### src/rtl/callret_pkg.sv
package callret_pkg;
   typedef enum logic [1:0] {
      SEQ_ADV  = 2'b00,
      SEQ_JMP  = 2'b01,
      SEQ_CALL = 2'b10,
      SEQ_RET  = 2'b11
   } seq_op_e;
endpackage

### src/rtl/callret_stack.sv
module callret_stack
   import callret_pkg::*;
(
   input  logic    clk,
   input  logic    rst_n,
   input  seq_op_e op_i,
   output logic    sp_o,
   output logic    fault_o,
   output logic    exec_o
);
   logic sp_q, fault_q, fault_req;

   assign fault_req = !fault_q &&
                      ((op_i == SEQ_CALL && sp_q) || (op_i == SEQ_RET && !sp_q));

   always_ff @(posedge clk) begin
      if (!rst_n) begin
         sp_q    <= 1'b0;
         fault_q <= 1'b0;
      end else begin
         fault_q <= fault_req;
         if (fault_q)
            sp_q <= 1'b0;
         else if (!fault_req) begin
            if (op_i == SEQ_CALL)
               sp_q <= 1'b1;
            else if (op_i == SEQ_RET)
               sp_q <= 1'b0;
         end
      end
   end

   assign sp_o    = sp_q;
   assign fault_o = fault_q;
   assign exec_o  = !fault_q && !fault_req;

   // fault request is a single-cycle pulse
   a_r6_single_pulse: assert property (@(posedge clk) disable iff (!rst_n)
      fault_q |=> !fault_q);
   // underflow on return raises the request
   a_r6_underflow: assert property (@(posedge clk) disable iff (!rst_n)
      (!fault_q && op_i == SEQ_RET && !sp_q) |=> fault_q);
endmodule

### src/rtl/callret_pc.sv
module callret_pc
   import callret_pkg::*;
#(
   parameter int PC_W  = 10,
   parameter int LEN_W = 2
) (
   input  logic             clk,
   input  logic             rst_n,
   input  seq_op_e          op_i,
   input  logic [LEN_W-1:0] len_i,
   input  logic [PC_W-1:0]  opnd_i,
   input  logic [PC_W-1:0]  ret_addr_i,
   input  logic             exec_i,
   input  logic             clear_i,
   output logic [PC_W-1:0]  pc_o,
   output logic [PC_W-1:0]  link_o
);
   logic [PC_W-1:0] pc_q, pc_d;

   assign link_o = pc_q + PC_W'(len_i);

   always_comb begin
      pc_d = pc_q;
      if (clear_i)
         pc_d = '0;
      else if (exec_i) begin
         unique case (op_i)
            SEQ_ADV:  pc_d = link_o;
            SEQ_JMP:  pc_d = opnd_i;
            SEQ_CALL: pc_d = opnd_i;
            SEQ_RET:  pc_d = ret_addr_i;
            default:  pc_d = pc_q;
         endcase
      end
   end

   always_ff @(posedge clk) begin
      if (!rst_n)
         pc_q <= '0;
      else
         pc_q <= pc_d;
   end

   assign pc_o = pc_q;

   // an executed jump lands on the operand
   a_r3_jump_target: assert property (@(posedge clk) disable iff (!rst_n)
      (exec_i && op_i == SEQ_JMP) |=> pc_q == $past(opnd_i));
   // a held (non-executed, non-clearing) cycle keeps the counter
   a_r6_hold_on_fault: assert property (@(posedge clk) disable iff (!rst_n)
      (!exec_i && !clear_i) |=> $stable(pc_q));
endmodule

### src/rtl/callret_retreg.sv
module callret_retreg #(
   parameter int PC_W   = 10,
   parameter int DATA_W = 8
) (
   input  logic              clk,
   input  logic              rst_n,
   input  logic              save_en_i,
   input  logic [PC_W-1:0]   save_val_i,
   input  logic              wr_en_i,
   input  logic [DATA_W-1:0] wr_data_i,
   output logic [PC_W-1:0]   ret_addr_o,
   output logic [DATA_W-1:0] rd_data_o,
   output logic              invalid_o
);
   localparam int HI_W = PC_W - DATA_W;

   logic [DATA_W-1:0] lo_q;
   logic              inv_q;

   always_ff @(posedge clk) begin
      if (save_en_i)
         lo_q <= save_val_i[DATA_W-1:0];
      else if (wr_en_i)
         lo_q <= wr_data_i;
   end

   generate
      if (HI_W > 0) begin : g_hi
         logic [HI_W-1:0] hi_q;
         always_ff @(posedge clk) begin
            if (save_en_i)
               hi_q <= save_val_i[PC_W-1:DATA_W];
            else if (wr_en_i)
               hi_q <= '0;
         end
         assign ret_addr_o = {hi_q, lo_q};

         // a data write that is not overridden zeroes the upper bits
         a_r8_hi_cleared: assert property (@(posedge clk) disable iff (!rst_n)
            (wr_en_i && !save_en_i) |=> hi_q == '0);
      end else begin : g_nohi
         assign ret_addr_o = lo_q;
      end
   endgenerate

   always_ff @(posedge clk) begin
      if (!rst_n)
         inv_q <= 1'b1;
      else if (save_en_i)
         inv_q <= 1'b0;
      else if (wr_en_i)
         inv_q <= 1'b1;
   end

   assign rd_data_o = lo_q;
   assign invalid_o = inv_q;

   // a save marks the address trustworthy and captures the value
   a_r4_save_capture: assert property (@(posedge clk) disable iff (!rst_n)
      save_en_i |=> (!inv_q && ret_addr_o == $past(save_val_i)));
endmodule

### src/rtl/callret_seq.sv
module callret_seq
   import callret_pkg::*;
#(
   parameter int PC_W   = 10,
   parameter int LEN_W  = 2,
   parameter int DATA_W = 8
) (
   input  logic              clk,
   input  logic              rst_n,
   input  logic [1:0]        op_i,
   input  logic [LEN_W-1:0]  len_i,
   input  logic [PC_W-1:0]   opnd_i,
   input  logic              dwr_i,
   input  logic [DATA_W-1:0] dwdata_i,
   output logic [DATA_W-1:0] drdata_o,
   output logic [PC_W-1:0]   fetch_addr_o,
   output logic              sp_o,
   output logic              sysrst_o,
   output logic              ret_invalid_o
);
   generate
      if (PC_W < DATA_W) begin : g_bad_width
         $error("callret_seq: PC_W must be at least DATA_W");
      end
      if (LEN_W < 1 || LEN_W >= PC_W) begin : g_bad_len
         $error("callret_seq: LEN_W out of range");
      end
   endgenerate

   seq_op_e         op;
   logic            exec, fault, sp;
   logic [PC_W-1:0] ret_addr, link, pc;

   assign op = seq_op_e'(op_i);

   callret_stack u_stack (
      .clk     (clk),
      .rst_n   (rst_n),
      .op_i    (op),
      .sp_o    (sp),
      .fault_o (fault),
      .exec_o  (exec)
   );

   callret_pc #(.PC_W(PC_W), .LEN_W(LEN_W)) u_pc (
      .clk        (clk),
      .rst_n      (rst_n),
      .op_i       (op),
      .len_i      (len_i),
      .opnd_i     (opnd_i),
      .ret_addr_i (ret_addr),
      .exec_i     (exec),
      .clear_i    (fault),
      .pc_o       (pc),
      .link_o     (link)
   );

   callret_retreg #(.PC_W(PC_W), .DATA_W(DATA_W)) u_ret (
      .clk        (clk),
      .rst_n      (rst_n),
      .save_en_i  (exec && op == SEQ_CALL),
      .save_val_i (link),
      .wr_en_i    (dwr_i),
      .wr_data_i  (dwdata_i),
      .ret_addr_o (ret_addr),
      .rd_data_o  (drdata_o),
      .invalid_o  (ret_invalid_o)
   );

   assign fetch_addr_o = pc;
   assign sp_o         = sp;
   assign sysrst_o     = fault;

   // reset state
   a_r1_reset_state: assert property (@(posedge clk)
      !rst_n |=> (fetch_addr_o == '0 && !sp_o && !sysrst_o && ret_invalid_o));
   // advance adds the length
   a_r2_advance: assert property (@(posedge clk) disable iff (!rst_n)
      (!sysrst_o && op_i == 2'b00) |=> fetch_addr_o == $past(fetch_addr_o + PC_W'(len_i)));
   // executed call
   a_r4_call: assert property (@(posedge clk) disable iff (!rst_n)
      (!sysrst_o && op_i == 2'b10 && !sp_o) |=> (sp_o && fetch_addr_o == $past(opnd_i)));
   // executed return
   a_r5_return: assert property (@(posedge clk) disable iff (!rst_n)
      (!sysrst_o && op_i == 2'b11 && sp_o) |=> (!sp_o && fetch_addr_o == $past(ret_addr)));
   // overflow on call raises the request
   a_r6_overflow: assert property (@(posedge clk) disable iff (!rst_n)
      (!sysrst_o && op_i == 2'b10 && sp_o) |=> sysrst_o);
   // the request clears counter and pointer
   a_r6_clear: assert property (@(posedge clk) disable iff (!rst_n)
      sysrst_o |=> (fetch_addr_o == '0 && !sp_o));
   // the fault reset leaves the return register alone
   a_r7_keep: assert property (@(posedge clk) disable iff (!rst_n)
      (sysrst_o && !dwr_i && !ret_invalid_o) |=> $stable(ret_addr));
   // a write that is not overridden shows up on the read port
   a_r8_write: assert property (@(posedge clk) disable iff (!rst_n)
      (dwr_i && !(exec && op == SEQ_CALL)) |=> (ret_invalid_o && drdata_o == $past(dwdata_i)));
endmodule

### config.mk
export PLATFORM = sky130hd
export DESIGN_NAME = callret_seq
export DESIGN_NICKNAME = d
export VERILOG_FILES = /design/src/rtl/callret_pkg.sv /design/src/rtl/callret_stack.sv /design/src/rtl/callret_pc.sv /design/src/rtl/callret_retreg.sv /design/src/rtl/callret_seq.sv
export SDC_FILE = /design/constraint.sdc
export NUM_CORES = 1
export LEC_CHECK = 0
export BUFFER_PORTS_ARGS = -buffer_cell sky130_fd_sc_hd__buf_2
export CORE_MARGIN = 5
export CORE_UTILIZATION = 46
export CTS_CLUSTER_SIZE = 40
export DETAILED_ROUTE_END_ITERATION = 10
export GPL_TIMING_DRIVEN = 0
export PLACE_DENSITY = 0.76
export SYNTH_ARGS = -nofsm -noshare
export SYNTH_HDL_FRONTEND = slang
export SYNTH_SLANG_ARGS = --single-unit
### constraint.sdc
create_clock -name clk -period 1.96 [get_ports clk]
set_clock_uncertainty 0.2 [all_clocks]
set_input_delay 0.196 -clock clk [delete_from_list [all_inputs] [get_ports clk]]
set_output_delay 0.196 -clock clk [all_outputs]
set_load 0.05 [all_outputs]
Yosys cells after proc, flatten, opt, wreduce, memory -nomap -nowiden --
Index checks and enable logic that the tools add are counted. W data, S select, Z words.
Operators by class: eq/ne operators 3, reductions and logical operators 15, bitwise logic cells 2, muxes and demuxes 9, add/subtract/negate cells 1
Operators by type and width (count):
- $pmux W10 S3 | 1
- $mux W8 | 2
- $add A10 B2 Y10 | 1
- $logic_and A1 B1 Y1 | 5
- $eq A2 B2 Y1 const B | 2
- $mux W1 | 4
- $mux W2 | 2
- $reduce_bool A2 Y1 | 2
- $reduce_or A2 Y1 | 2
- $logic_not A1 Y1 | 3
- $eq A2 B1 Y1 const B | 1
- $logic_not A2 Y1 | 1
- $not A1 Y1 | 2
- $reduce_and A2 Y1 | 1
- $logic_or A1 B1 Y1 | 1
Word-level totals: logic and storage cells 36, register bits 23

Longest topological paths before layout --
Gate-level depths: netlist (run 1).
depth after elaboration 8, mapped depth 7, mapped depth without buffers 7

By module --
A second synthesis (run 1) with hierarchy kept.
Unflattened totals: cell total of the unflattened synthesis 151, area total of the unflattened synthesis 1527.7 µm²
By module, submodules not included:
- callret_pc | cells an instance 109, instances 1, seq. area each 200.2 µm², area each 898.4 µm²
- callret_retreg | cells an instance 33, instances 1, seq. area each 320.3 µm², area each 534.3 µm²
- callret_stack | cells an instance 8, instances 1, seq. area each 40.0 µm², area each 86.3 µm²
- callret_seq | cells an instance 1, instances 1, seq. area each 0.0 µm², area each 8.8 µm²

Worst setup path after synthesis (run 1) --
No wires, ideal clock.
path type register to register, start point reg u_pc.pc_q[0], in the netlist u_pc.pc_o[0], end point reg u_ret.lo_q[6], in the netlist u_ret.rd_data_o[6] (data pin), stages on the path, launching flop included 8, arrival time 1.958 ns, setup slack -0.459 ns, buffers on the path 0, library setup time 0.260 ns, path through dfxtp_1 ha_1 inv_1 fa_1 nor2b_1 nand4_1 xor2_1 a21oi_1
On the way: longest elaborated chain between the ends 2
RTL lines:
- start, declared | line callret_pc.sv:18 | logic [PC_W-1:0] pc_q, pc_d;
- start signal, assigned | line callret_pc.sv:41 | pc_q <= pc_d;
- $add A10 B2 Y10 | line callret_pc.sv:20 | assign link_o = pc_q + PC_W'(len_i);
- $mux W8 | line callret_retreg.sv:21 | if (save_en_i)
- end signal, assigned | line callret_retreg.sv:22 | lo_q <= save_val_i[DATA_W-1:0];
- end signal, assigned | line callret_retreg.sv:24 | lo_q <= wr_data_i;
- end, declared | line callret_retreg.sv:17 | logic [DATA_W-1:0] lo_q;
No other way between the ends. A chain may end at the register's enable or synchronous reset.

Worst setup path in the final report (run 1) --
start point reg u_pc.pc_q[0], in the netlist u_pc.pc_o[0], end point reg u_ret.g_hi.hi_q[0] (data pin)
On the way: longest elaborated chain between the ends 2
RTL lines:
- $add A10 B2 Y10 | line callret_pc.sv:20
- $mux W2 | line callret_retreg.sv:31 | if (save_en_i)
- end signal, assigned | line callret_retreg.sv:32 | hi_q <= save_val_i[PC_W-1:DATA_W];
- end, declared | line callret_retreg.sv:29 | logic [HI_W-1:0] hi_q;
No other way between the ends.

==> results.ini, run 1 <==
[power]
switchingPower_uw = 496
p_sw_frac = 0.380
internal_power_uw = 809
sequentialPowerShare = 0.452
clockPowerShare = 0.173
powerDensity_nw_per_um2 = 659
leakage_nw = 0.873
pwr-share-comb = 0.374
ir_drop_mv = 0.562

[synth]
ys_ff_latch = 23
avgSynthCellArea_um2 = 9.13
synth-seq-area-share = 0.384
synth.distinct_cells = 41
synthAdderAreaFrac = 0.0565
synth_top_area_cell = edfxtp_1
netlist_top_cells_area = edfxtp_1, dfxtp_1, buf_4
syn-num-nets = 191
synth_compound_area_frac = 0.194
synth_mux_area_frac = 0.0411
synth_top_family_by_area = compound AO/OA/AOI/OAI gates
synth_area_um2 = 1460
yosys.area_share.xor_xnor = 0.0479
synthSimpleGateAreaFrac = 0.190
yosysWarnings = 0
synth_top_area_share = 0.205
netlist_instances = 160

[global_routing]
antenna_found_initial = 0
grt_pass1_vias = 1367
grt_max_degree = 13
gr-usage-all-layers = 0.190
grt_pass1_wl_mm = 6.40
gr-total-overflow = 0

[die]
initial_utilization = 0.479
fp.dieH_um = 66.4
io_pins = 46
die_w_um = 66.4
dieArea_um2 = 4400
rows = 20
core-area_um2 = 3050

[worst_setup_path]
critPathArrivalTime_ns = 1.87
cp_max_fo = 4
ff2ff_path_depth = 8
required_ns = 1.85
cp-end-kind = flop
crit_path_start_kind = flop
crit_type = reg2reg

[timing]
rsz0062_at_grt = yes
relSlewSlack = 0.621
fin_crit_sh = 1.01
hold_viol_final = 0
setup_viol = 1
min_period_ns = 1.98
drv_slew = 0
layout_setup_ws_ns = -0.0156
tightest_slew_ns = 0.568
max_freq_ghz = 0.506

[clock_network]
clockBufferDepth = 2
path_clk_slew_ns = 0.13
clock-root-buffer = clkbuf_4
cts_tree = built
cts.htree.levels = 1
cts-buffers-inserted = 3
clk_latency_ns = 0.31
cts_sinks = 23

[placement]
portBuffers = 45
pre_cts_ws_ns = -0.297
gp_congestion = 0.860
dpl.hpwl_mm = 2.82

[detailed_routing]
finalWirelength_mm = 4.15
vias = 1442
drt_first_pass_iters = 4
drt_first_iter_violations = 82
drtAntennaViolNets = 0
via_per_inst = 5.34
drc = 0
wl_per_cell_um = 15.4

[hold_path]
hold_depth = 3
hold_class = in2reg

[final_layout]
drive_gt1_frac = 0.385
syn_to_final_growth_pct = 35.5
nFillCells = 275
fin_nets = 258
antenna_cells = 0
finish.utilization = 0.649

[run_status]
violations = negative setup slack
status = finished, violations left

[flow_run]
maxCapViolCount = 0

-- final cells by class --
class,instances,area (um2),share of cell area
Buffer,17,109,0.0550
Clock buffer,4,26.3,0.0133
Inverter,6,22.5,0.0114
Multi-Input combinational cell,114,818,0.413
Sequential cell,23,572,0.289
Tap cell,44,55.1,0.0278
Timing Repair Buffer,62,378,0.191
-- layer usage --
metal,global-route usage,routed length [um]
met1,0.254,1880
met4,0.0381,46
met3,0.0391,266
met2,0.314,1950
met5,0,0
-- cell usage in the layout (no fill, tap or decap), types with 6 or more instances in the layout --
master | Yosys | routed
buf_2 | 2 | 48
nor2_1 | 18 | 18
buf_4 | 10 | 15
a21oi_1 | 13 | 12
nand2_1 | 10 | 10
dfxtp_1 | 13 | 10
edfxtp_1 | 10 | 10
dlygate4sd3_1 | 0 | 8
a22oi_1 | 7 | 7
xor2_1 | 6 | 6
-- path summary, 6_finish.rpt --
path | endpoint | slack [ns] | from
worst max-delay path | u_ret.g_hi.hi_q[0]$_SDFFCE_PN0P_ | -0.02 | u_pc.pc_o[0]$_SDFFE_PP0N_
worst min-delay path | u_ret.rd_data_o[4]$_DFFE_PP_ | 0.03 | dwdata_i[4]
worst max register to register | u_ret.g_hi.hi_q[0]$_SDFFCE_PN0P_ | -0.02 | u_pc.pc_o[0]$_SDFFE_PP0N_
worst min register to register | u_ret.invalid_o$_SDFFE_PN1P_ | 0.31 | u_ret.invalid_o$_SDFFE_PN1P_
-- repair_timing --
item	CTS	global route
hold endpoints to repair	6	1
gates cloned	0	1
hold buffers	7	1
pin swaps	0	4
gates resized for setup	2	10
endpoints found under the setup margin	11	21
buffers inserted	0	8
-- sequential cells by signal (all words and copies together), names as in the netlist --
name / cells
u_pc.pc_o: 10
u_ret.g_hi.hi_q: 2
u_ret.invalid_o: 1
u_ret.rd_data_o: 8
u_stack.fault_o: 1
u_stack.sp_o: 1
-- power groups by stage --
stage,Clock [mW],Combinational (mW),Sequential [mW]
finish,0.226,0.488,0.590
global route,0.251,0.524,0.597
global placement,0,0.444,0.598
floorplan,0,0.255,0.676
CTS,0.232,0.465,0.588
detailed placement,0,0.450,0.599
-- per-stage QoR --
stage,instances,hold WS [ns],area (um2),total power [mW],TNS (ns)
floorplan,160,0.0722,1490,0.931,-0.0398
global placement,249,0.198,1770,1.04,-4.50
detailed placement,249,0.199,1770,1.05,-4.75
CTS,260,0.00575,1870,1.29,-0.00516
global route,270,0.0288,1980,1.37,-0.310
finish,270,0.0261,1980,1.30,-0.0156
-- Yosys cell counts --
cell       n
nand3_1    5
nor4_1     1
a31oi_1    5
clkbuf_1   5
nor2b_1    2
nand2_1   10
and3b_1    1
nor2_1    18
or2_2      1
o21bai_1   1
nor3b_4    1
and4_1     2
and2_1     2
nand2b_1   2
mux2_4     1
mux2i_4    1
inv_1      6
or3b_1     1
nand3b_1   1
mux2_2     2
a22oi_1    7
o21ai_0    5
buf_4     10
o21ba_2    1
nor3_1     1
a221oi_1   4
a211oi_1   2
nand4_1    3
o22ai_1    1
xnor2_1    2
a41oi_1    1
o211a_1    2
dfxtp_1   13
a21o_1     1
edfxtp_1  10
ha_1       5
and3_1     2
fa_1       1
buf_2      2
a21oi_1   13
xor2_1     6
-- worst max-delay path, stage by stage, from the launching register on --
cell     delay [ns]
dfxtp_4        0.39
ha_4           0.13
inv_2          0.03
fa_2           0.39
nor2b_4        0.17
buf_6          0.12
nand3_4        0.08
xor2_1         0.18
nor2_1         0.06
-- kinds of logic after synthesis --
| family | Yosys count |
|---|---|
| flip-flops | 23 |
| AND/OR/NAND/NOR | 53 |
| multiplexers | 4 |
| buffers and inverters | 23 |
| XOR/XNOR | 8 |
| AO/OA/AOI/OAI | 43 |
| adder cells (fa/ha/maj) | 6 |
No activity file was read; power rests on OpenSTA's default activity.
==> run 2: changes to the inputs <==
--- a/config.mk
+++ b/config.mk
@@ -6,6 +6,7 @@
 export NUM_CORES = 1
 export LEC_CHECK = 0
 export BUFFER_PORTS_ARGS = -buffer_cell sky130_fd_sc_hd__buf_2
+export CORE_ASPECT_RATIO = 0.7
 export CORE_MARGIN = 5
 export CORE_UTILIZATION = 46
 export CTS_CLUSTER_SIZE = 40
==> results.ini, run 2 (synthesis gave the netlist of run 1 again) <==
[global_routing]
gr-total-overflow = 0  ; unchanged
grt_max_degree = 13  ; unchanged
antenna_found_initial = 0  ; unchanged
gr-usage-all-layers = 0.171  ; -0.0185
grt_pass1_vias = 1263  ; -7.6%
grt_pass1_wl_mm = 6.10  ; -4.7%

[worst_setup_path]
cp-end-kind = flop
critPathSlowestCell = fa_2
ff2ff_path_depth = 7  ; -1
cp_max_fo = 4  ; unchanged
critPathArrivalTime_ns = 1.84  ; -0.03 ns
crit_type = reg2reg
worstPathCellList = ha_4, inv_2, fa_2, nor2b_4, nand4_1, xor2_2, a21oi_1
crit_path_start_kind = flop
r2r-start = u_pc.pc_o[0]$_SDFFE_PP0N_
r2r_setup_slack_ns = -0.05  ; -0.04 ns
max_stage_delay_ns = 0.38  ; about the same
rr_endpoint = u_ret.rd_data_o[6]$_DFFE_PP_
required_ns = 1.79  ; -0.06 ns

[hold_path]
hold_depth = 3  ; unchanged
min_to = u_ret.invalid_o$_SDFFE_PN1P_
hold_start = dwr_i
hold_class = in2reg

[clock_network]
clockBufferDepth = 2  ; unchanged
path_clk_slew_ns = 0.09  ; -0.04 ns
cts.htree.levels = 1  ; unchanged
cts_sinks = 23  ; unchanged
cts-buffers-inserted = 3  ; unchanged
clock-root-buffer = clkbuf_8
clk_latency_ns = 0.27  ; -0.04 ns
cts_tree = built

[detailed_routing]
drc = 0  ; unchanged
wl_per_cell_um = 15.3  ; -0.53%
drtAntennaViolNets = 0  ; unchanged
finalWirelength_mm = 3.87  ; -6.8%
drt_first_pass_iters = 4  ; unchanged
drt_first_iter_violations = 81  ; -1.2%
via_per_inst = 5.50  ; +2.9%
vias = 1391  ; -3.5%

[placement]
portBuffers = 45  ; unchanged
placedCellCount = 243  ; -2.4%
gp_congestion = 0.850  ; -1.1%
dpl_cell_area_um2 = 1760  ; -0.42%
dpl.hpwl_mm = 2.78  ; -1.4%

[timing]
layout_setup_ws_ns = -0.0535  ; -0.0379 ns
worst_hold_slack_ns = 0.00883  ; -0.0173 ns
fin_crit_sh = 1.03  ; +0.0193
setup_viol = 1  ; unchanged
fin_tns_setup_ns = -0.0535  ; -0.0379 ns
drv_slew = 0  ; unchanged
hold_viol_final = 0  ; unchanged
rsz0062_at_grt = yes
tightest_slew_ns = 0.586  ; +0.0183 ns
min_period_ns = 2.01  ; +0.0379 ns
relSlewSlack = 0.609  ; -0.0122
max_freq_ghz = 0.497  ; -1.9%

[final_layout]
syn_to_final_growth_pct = 28.6
final_cells = 253  ; -6.3%
drive_gt1_frac = 0.386  ; +0.00109
nFillCells = 281  ; +2.2%
fin_nets = 247  ; -4.3%
mostFrequentLayoutCell = buf_2
final_cell_mix = buf_2, nor2_1, buf_4, a21oi_1
final_cell_area_um2 = 1880  ; -5.1%
antenna_cells = 0  ; unchanged
largest_reg_flops = 10  ; unchanged

[die]
io_pins = 46  ; unchanged
die_w_um = 77.4  ; +17%
dieArea_um2 = 4420  ; +0.41%
core-area_um2 = 3110  ; +1.7%
rows = 17  ; -15%
fp.dieH_um = 57.2  ; -14%
initial_utilization = 0.471  ; -0.00810

[flow_run]
maxCapViolCount = 0  ; unchanged

[power]
powerDensity_nw_per_um2 = 727  ; +10%
switchingPower_uw = 505  ; +1.7%
p_sw_frac = 0.369  ; -0.0109
clockPowerShare = 0.227  ; +0.054
sequentialPowerShare = 0.431  ; -0.021
internal_power_uw = 862  ; +6.5%
leakage_nw = 0.832  ; -4.6%
pwr-share-comb = 0.342  ; -0.032
ir_drop_mv = 0.550  ; -2.1%

[run_status]
status = finished, violations left
violations = negative setup slack

[run 2: cell types whose count changed in the layout (fill, tap and decap cells not counted), sizes merged]
cell	delta
dlygate4sd3	-7
buf	-4
[run 2: worst max path at each step]
stage / slack [ns] / to / cells past startpoint / from
3_5_place_dp: -0.31 / u_ret.rd_data_o[4]$_DFFE_PP_ / 6 / op_i[0]
5_1_grt: -0.12 / u_ret.rd_data_o[6]$_DFFE_PP_ / 7 / u_pc.pc_o[0]$_SDFFE_PP0N_
4_1_cts: -0.04 / u_ret.rd_data_o[6]$_DFFE_PP_ / 7 / u_pc.pc_o[0]$_SDFFE_PP0N_
6_report: -0.05 / u_ret.rd_data_o[6]$_DFFE_PP_ / 7 / u_pc.pc_o[0]$_SDFFE_PP0N_
3_3_place_gp: -0.31 / u_ret.rd_data_o[4]$_DFFE_PP_ / 6 / op_i[0]
2_1_floorplan: -0.04 / u_ret.rd_data_o[6]$_DFFE_PP_ / 7 / u_pc.pc_o[0]$_SDFFE_PP0N_
[run 2: area by class of cell]
cell class,count,area [um2],share of cell area
flip-flops and latches,23,572,0.304
plain buffers,17,105,0.0559
multi-input cells,114,815,0.433
clock buffers,4,45.0,0.0240
inverters,6,22.5,0.0120
repair buffers,51,273,0.145
well taps,38,47.5,0.0253
[run 2: per-stage QoR]
stage	util	setup WS (ns)	power, mW
2_1_floorplan	-	-0.0398	0.931
3_3_place_gp	0.568	-0.306	1.04
3_5_place_dp	0.568	-0.307	1.05
4_1_cts	0.588	-0.0360	1.35
5_1_grt	0.605	-0.117	1.43
6_report	0.605	-0.0535	1.37
[run 2: what timing repair did]
action | 4_1_cts | 5_1_grt
hold buffers | 1 | 0
endpoints found under the hold margin | 1 | 0
endpoints found under the setup margin | 11 | 20
resized for setup | 2 | 7
buffers inserted | 0 | 5
pin swaps | 0 | 2
[run 2: layer usage]
layer | track usage | part of all wire | up-vias
met5 | 0 | 0 | -
met4 | 0.0221 | 0.0049 | 0
li1 | - | - | 682
met1 | 0.262 | 0.49 | 642
met2 | 0.243 | 0.42 | 63
met3 | 0.0489 | 0.091 | 4
[run 2: power groups by stage]
| stage | Sequential [mW] | Combinational [mW] | Clock, mW |
|---|---|---|---|
| 2_1_floorplan | 0.676 | 0.255 | 0 |
| 3_3_place_gp | 0.599 | 0.444 | 0 |
| 3_5_place_dp | 0.599 | 0.448 | 0 |
| 4_1_cts | 0.588 | 0.455 | 0.310 |
| 5_1_grt | 0.596 | 0.503 | 0.331 |
| 6_report | 0.589 | 0.467 | 0.310 |
[run 2: worst max-delay path: cells and delay by family, from the launching register on]
| family | cells | cell delay [ns] |
|---|---|---|
| buf+inv | 1 | 0.04 |
| compound gates | 1 | 0.09 |
| flops | 1 | 0.37 |
| fa+ha+maj | 2 | 0.52 |
| simple gates | 2 | 0.33 |
| xor+xnor | 1 | 0.22 |
